**config.mk**
```make
export PLATFORM = sky130hd
export DESIGN_NAME = i2c_irq_unit
export DESIGN_NICKNAME = d
export VERILOG_FILES = /design/src/rtl/i2c_irq_pkg.sv /design/src/rtl/i2c_irq_flags.sv /design/src/rtl/i2c_irq_prio.sv /design/src/rtl/i2c_irq_regif.sv /design/src/rtl/i2c_irq_unit.sv
export SDC_FILE = /design/constraint.sdc
export NUM_CORES = 1
export LEC_CHECK = 0
export BUFFER_PORTS_ARGS = -buffer_cell sky130_fd_sc_hd__clkbuf_2
export CAP_MARGIN = 30
export CORE_UTILIZATION = 38
export CTS_CLUSTER_DIAMETER = 100
export DETAILED_ROUTE_END_ITERATION = 6
export GPL_TIMING_DRIVEN = 0
export PLACE_DENSITY = 0.71
export SLEW_MARGIN = 20
export SYNTH_ARGS = -nofsm -noshare
export SYNTH_HDL_FRONTEND = slang
export SYNTH_SLANG_ARGS = --single-unit
```
**constraint.sdc**
```tcl
create_clock -name clk_i -period 2.52 [get_ports clk_i]
set_input_delay 0.63 -clock clk_i [delete_from_list [all_inputs] [get_ports clk_i]]
set_output_delay 0.63 -clock clk_i [all_outputs]
set_load 0.05 [all_outputs]
```
**src/rtl/i2c_irq_pkg.sv**
```systemverilog
package i2c_irq_pkg;
  localparam int REG_W = 16;

  localparam int B_AL   = 0;
  localparam int B_NACK = 1;
  localparam int B_ARDY = 2;
  localparam int B_RRDY = 3;
  localparam int B_XRDY = 4;
  localparam int B_AD0  = 8;
  localparam int B_AAS  = 9;
  localparam int B_XUDF = 10;
  localparam int B_ROVR = 11;
  localparam int B_BB   = 12;
  localparam int B_RDR  = 13;
  localparam int B_XDR  = 14;

  localparam logic [REG_W-1:0] STICKY_M = 16'h6C1F;
  localparam logic [REG_W-1:0] EN_M     = 16'h601F;

  // vector sources are the lowest status bits, AL first
  localparam int NUM_SRC = 5;

  typedef enum logic [1:0] {
    RA_EN   = 2'd0,
    RA_STS  = 2'd1,
    RA_VEC  = 2'd2,
    RA_NONE = 2'd3
  } reg_addr_e;
endpackage

```
**src/rtl/i2c_irq_flags.sv**
```systemverilog
module i2c_irq_flags #(
  parameter int                 W     = 16,
  parameter logic [W-1:0]       SET_M = '1
) (
  input  logic         clk_i,
  input  logic         rst_ni,
  input  logic [W-1:0] set_i,
  input  logic [W-1:0] clr_i,
  output logic [W-1:0] q_o
);
  logic [W-1:0] q_r;

  for (genvar i = 0; i < W; i++) begin : g_bit
    always_ff @(posedge clk_i or negedge rst_ni) begin
      if (!rst_ni) q_r[i] <= 1'b0;
      else         q_r[i] <= SET_M[i] & (set_i[i] | (q_r[i] & ~clr_i[i]));
    end
  end

  assign q_o = q_r;
endmodule

```
**src/rtl/i2c_irq_prio.sv**
```systemverilog
module i2c_irq_prio #(
  parameter int N  = 5,
  localparam int CW = $clog2(N + 1)
) (
  input  logic [N-1:0]  req_i,
  output logic [CW-1:0] code_o,
  output logic [N-1:0]  onehot_o
);
  // lowest index wins: scan downward, last hit overrides
  always_comb begin
    code_o   = '0;
    onehot_o = '0;
    for (int i = N - 1; i >= 0; i--) begin
      if (req_i[i]) begin
        code_o   = CW'(i + 1);
        onehot_o = N'(1) << i;
      end
    end
  end
endmodule

```
**src/rtl/i2c_irq_regif.sv**
```systemverilog
module i2c_irq_regif
  import i2c_irq_pkg::*;
(
  input  logic             clk_i,
  input  logic             rst_ni,
  input  logic             req_i,
  input  logic             we_i,
  input  logic [1:0]       addr_i,
  input  logic [REG_W-1:0] wdata_i,
  input  logic [REG_W-1:0] sts_view_i,
  input  logic [REG_W-1:0] vec_val_i,
  output logic [REG_W-1:0] en_o,
  output logic [REG_W-1:0] w1c_o,
  output logic             vec_rd_o,
  output logic [REG_W-1:0] rdata_o
);
  reg_addr_e        ra;
  logic             wr, rd;
  logic [REG_W-1:0] en_q, rmux, rdata_q;

  assign ra = reg_addr_e'(addr_i);
  assign wr = req_i &  we_i;
  assign rd = req_i & ~we_i;

  always_ff @(posedge clk_i or negedge rst_ni) begin
    if (!rst_ni)                 en_q <= '0;
    else if (wr && ra == RA_EN)  en_q <= wdata_i & EN_M;
  end

  assign w1c_o    = (wr && ra == RA_STS) ? wdata_i : '0;
  assign vec_rd_o = rd && ra == RA_VEC;

  always_comb begin
    unique case (ra)
      RA_EN:   rmux = en_q;
      RA_STS:  rmux = sts_view_i;
      RA_VEC:  rmux = vec_val_i;
      default: rmux = '0;
    endcase
  end

  always_ff @(posedge clk_i or negedge rst_ni) begin
    if (!rst_ni) rdata_q <= '0;
    else         rdata_q <= rd ? rmux : '0;
  end

  assign en_o    = en_q;
  assign rdata_o = rdata_q;
endmodule

```
**src/rtl/i2c_irq_unit.sv**
```systemverilog
module i2c_irq_unit
  import i2c_irq_pkg::*;
(
  input  logic              clk_i,
  input  logic              rst_ni,
  input  logic [REG_W-1:0]  ev_i,
  input  logic              bus_busy_i,
  input  logic              addr_zero_i,
  input  logic              addr_match_i,
  input  logic              req_i,
  input  logic              we_i,
  input  logic [1:0]        addr_i,
  input  logic [REG_W-1:0]  wdata_i,
  output logic [REG_W-1:0]  rdata_o,
  output logic              irq_o
);
  localparam int CODE_W = $clog2(NUM_SRC + 1);

  logic [REG_W-1:0]   sts_q, en_q, w1c, vec_clr, clr, live, sts_view, vec_val;
  logic [NUM_SRC-1:0] pend, pick;
  logic [CODE_W-1:0]  code;
  logic               vec_rd, irq_q;

  always_comb begin
    live          = '0;
    live[B_AD0]   = addr_zero_i;
    live[B_AAS]   = addr_match_i;
    live[B_BB]    = bus_busy_i;
  end

  assign sts_view = sts_q | live;
  assign pend     = sts_q[NUM_SRC-1:0] & en_q[NUM_SRC-1:0];
  assign vec_val  = {{(REG_W-CODE_W){1'b0}}, code};
  assign vec_clr  = {{(REG_W-NUM_SRC){1'b0}}, pick & {NUM_SRC{vec_rd}}};
  assign clr      = w1c | vec_clr;

  i2c_irq_flags #(.W(REG_W), .SET_M(STICKY_M)) u_flags (
    .clk_i  (clk_i),
    .rst_ni (rst_ni),
    .set_i  (ev_i),
    .clr_i  (clr),
    .q_o    (sts_q)
  );

  i2c_irq_prio #(.N(NUM_SRC)) u_prio (
    .req_i    (pend),
    .code_o   (code),
    .onehot_o (pick)
  );

  i2c_irq_regif u_regif (
    .clk_i      (clk_i),
    .rst_ni     (rst_ni),
    .req_i      (req_i),
    .we_i       (we_i),
    .addr_i     (addr_i),
    .wdata_i    (wdata_i),
    .sts_view_i (sts_view),
    .vec_val_i  (vec_val),
    .en_o       (en_q),
    .w1c_o      (w1c),
    .vec_rd_o   (vec_rd),
    .rdata_o    (rdata_o)
  );

  always_ff @(posedge clk_i or negedge rst_ni) begin
    if (!rst_ni) irq_q <= 1'b0;
    else         irq_q <= |(sts_q & en_q);
  end

  assign irq_o = irq_q;
endmodule

```
==> results.yml <==
outcome:
  run_status: "completed"
detailed_routing:
  detailedRoute.firstIterationViolations: 29
  detail_route.wl_per_cell_um: 12.8
  wire_length_after_detailed_routing_um: 2640
  drt_pre_antenna_iters: 4
  vias: 991
  remaining_drc_errors: 0
  postRouteAntennaNets: 0
  routed_via_density: 4.81
setup_path:
  crit_type: "reg -> out"
  cp_max_fo: 1
  levels_on_crit_path: 1
  cp_slowest_cell: "dfrtp_1"
  type_of_destination_of_the_critical_path: "output port"
  cp_num_buf_inv: 1
  worst_path_largest_cell_delay_ns: 0.35
  worst-r2r-cell-count: 4
  top_family_by_delay_on_critical_path: "flip-flops"
  data_arrival_critical_path_ns: 0.93
  cp_data_required_time_ns: 1.89
  timing.critical_path.cells: "clkbuf_2"
  crit_path_launch_type: "flop"
power_and_ir_drop:
  static_leakage_uw: 0.000782
  power_density_nw_per_um2: 620
  power.sequential.fraction: 0.527
  power.share.clock: 0.265
  p_switching_uw: 316
  pwr-share-comb: 0.208
  power.share.switching: 0.314
  worst_ir_drop_vdd_uv: 341
  design_power_total_uw: 1010
  internal_power_uw: 692
timing:
  max_frequency_mhz: 641
  final.min_clock_period_ns: 1.56
  post-route-worst-setup-slack_ns: 0.960
  final_setup_violation_count: 0
  portion_of_the_clock_cycle_consumed_by_the_worst_path_in_the_final_layout: 0.619
  worst_pin_slew_ns: 0.707
  finalHoldViolCount: 0
  setup_tns_ns: 0
  rsz0062_at_grt: "no"
  timing.clock.skew_ns: 0.0146
  slew_headroom: 0.529
  holdWs_ns: 0.335
  max_transition_viols_final: 0
floorplan:
  floorplan.initialDensity: 0.413
  die_x_um: 60.8
  design.core.area_sq_um: 3180
  ioPinCount: 58
  die-height_um: 60.8
  placement_rows: 20
  area_enclosed_by_the_die_boundary_sq_um: 3700
placed_design:
  gpl.final_weighted_congestion: 0.863
  dp.final_hpwl_um: 1980
  buffer_ports.inserted: 38
  pre_cts_ws_ns: 0.683
synth:
  yosysSeqAreaShare: 0.552
  syn_area_sq_um: 1310
  synth_cells: 113
  ys_warn_count: 0
  postSynthAreaPerCell_sq_um: 11.6
  ys_seq_elements: 29
  synth_cell_types: 28
grt:
  first_global_vias: 978
  antenna_found_initial: 0
  gr-total-overflow: 0
  grt_pass1_wl_um: 4370
  grt_max_degree: 30
  track_usage: 0.164
clocking:
  clkTransAtPathRegs_ns: 0.10
  root_buffer: "clkbuf_4"
  cts-buffers-inserted: 5
  cts.repair.resized: 0
  ctsHoldBuffers: 0
  cts_tree: "done"
  clock_sinks: 29
  cts_setup_buffers: 0
  max-clock-path-buffers: 2
  cts_htree_levels: 2
  clkLatencyLatePin_ns: 0.32
flow_run:
  maxCapViolCount: 0
min_path:
  hold_path_class: "in -> async"
cells_and_area:
  areaGrowthSynthToFinish_pct: 23.7
  finalNetCount: 202
  layout-drive-gt1-share: 0.395
  antenna_cell_count: 0
## layout make-up
| class | count | area, sq um |
|---|---|---|
| clock buffers | 5 | 37.5 |
| clock inverters | 3 | 17.5 |
| multi-input cells | 81 | 547 |
| well taps | 44 | 55.1 |
| flip-flops and latches | 29 | 726 |
| fillers | 312 | 1550 |
| plain buffers | 6 | 52.6 |
| repair buffers | 38 | 190 |
## registers in the layout, summed over array words and instances, names as in the netlist
signal	flops
u_regif.rdata_o	12
irq_o	1
u_flags.q_o	9
u_regif.en_o	7
## metrics by stage
| step | instance area, sq um | utilization | cells |
|---|---|---|---|
| 2_1_floorplan | 1330 | - | 116 |
| 3_3_place_gp | 1570 | 0.494 | 198 |
| 3_5_place_dp | 1570 | 0.494 | 198 |
| 6_report | 1630 | 0.511 | 206 |
| 4_1_cts | 1630 | 0.511 | 206 |
| 5_1_grt | 1630 | 0.511 | 206 |
## cell families (layout without fill, tap and decap cells)
logic type / count (synthesis) / count (layout) / share of synthesized area
muxes: 14 / 14 / 0.113
buffers and inverters: 6 / 52 / 0.0400
other: 1 / 4 / 0.00285
AOI/OAI and AO/OA: 16 / 16 / 0.0962
DFF: 29 / 29 / 0.552
and+or+nand+nor: 47 / 47 / 0.195
## placed cells by master (no fill, tap or decap)
cell type / instances
o32a_1: 1
clkinvlp_4: 1
and3_4: 1
nor2_1: 6
a31o_1: 3
nor3b_4: 1
mux2i_1: 7
or2_1: 1
a221oi_1: 1
and2b_1: 1
conb_1: 4
buf_4: 4
nand4_1: 1
buf_6: 2
nand2b_1: 1
clkbuf_4: 5
mux2_2: 7
a21oi_1: 2
a31o_2: 1
dfrtp_1: 29
clkbuf_2: 38
clkinv_2: 2
o211ai_1: 1
and2b_4: 1
a32oi_1: 1
nand2_1: 21
nand3_1: 4
and2_1: 7
and3b_1: 1
a21o_1: 5
o22a_1: 1
nor3_4: 1
## power by group through the flow
stage / Clock [uW] / Sequential, uW / Combinational, uW
finish: 267 / 531 / 210
global route: 298 / 537 / 230
CTS: 275 / 531 / 210
detailed placement: 0 / 540 / 210
global placement: 0 / 538 / 202
floorplan: 0 / 561 / 122
## cells in the mapped netlist
cell type   n  area [sq um]
a21o_1      5          37.5
a21oi_1     2          10.0
a221oi_1    1          8.76
a31o_1      3          26.3
a31o_2      1          8.76
a32oi_1     1          8.76
and2_1      7          43.8
and2b_1     1          7.51
and2b_4     1          10.0
and3_4      1          11.3
and3b_1     1          8.76
buf_4       4          30.0
buf_6       2          22.5
conb_1      1          3.75
dfrtp_1    29           726
mux2_2      7          78.8
mux2i_1     7          70.1
nand2_1    21          78.8
nand2b_1    1          6.26
nand3_1     4          20.0
nand4_1     1          6.26
nor2_1      6          22.5
nor3_4      1          16.3
nor3b_4     1          18.8
o211ai_1    1          7.51
o22a_1      1          8.76
o32a_1      1          10.0
or2_1       1          6.26
## per-layer routing
metal | wire length (um) | global-route usage | up-vias
met1 | 1230 | 0.206 | 464
met5 | 0 | 0 | -
met2 | 1220 | 0.273 | 41
met4 | 16 | 0.0584 | 0
li1 | - | - | 483
met3 | 180 | 0.0448 | 3
## final timing paths
check / from / slack [ns] / end
min reg2reg: u_flags.q_o[10]$_DFF_PN0_ / 0.48 / u_flags.q_o[10]$_DFF_PN0_
max reg2reg: u_regif.en_o[0]$_DFFE_PN0P_ / 1.27 / u_flags.q_o[4]$_DFF_PN0_
max in group asynchronous: rst_ni / 1.71 / u_regif.en_o[2]$_DFFE_PN0P_
min: rst_ni / 0.34 / u_regif.rdata_o[1]$_DFF_PN0_
min in group clk_i: u_flags.q_o[10]$_DFF_PN0_ / 0.48 / u_flags.q_o[10]$_DFF_PN0_
max: u_regif.rdata_o[13]$_DFF_PN0_ / 0.96 / rdata_o[13]
(Power assumes the default switching activity.)
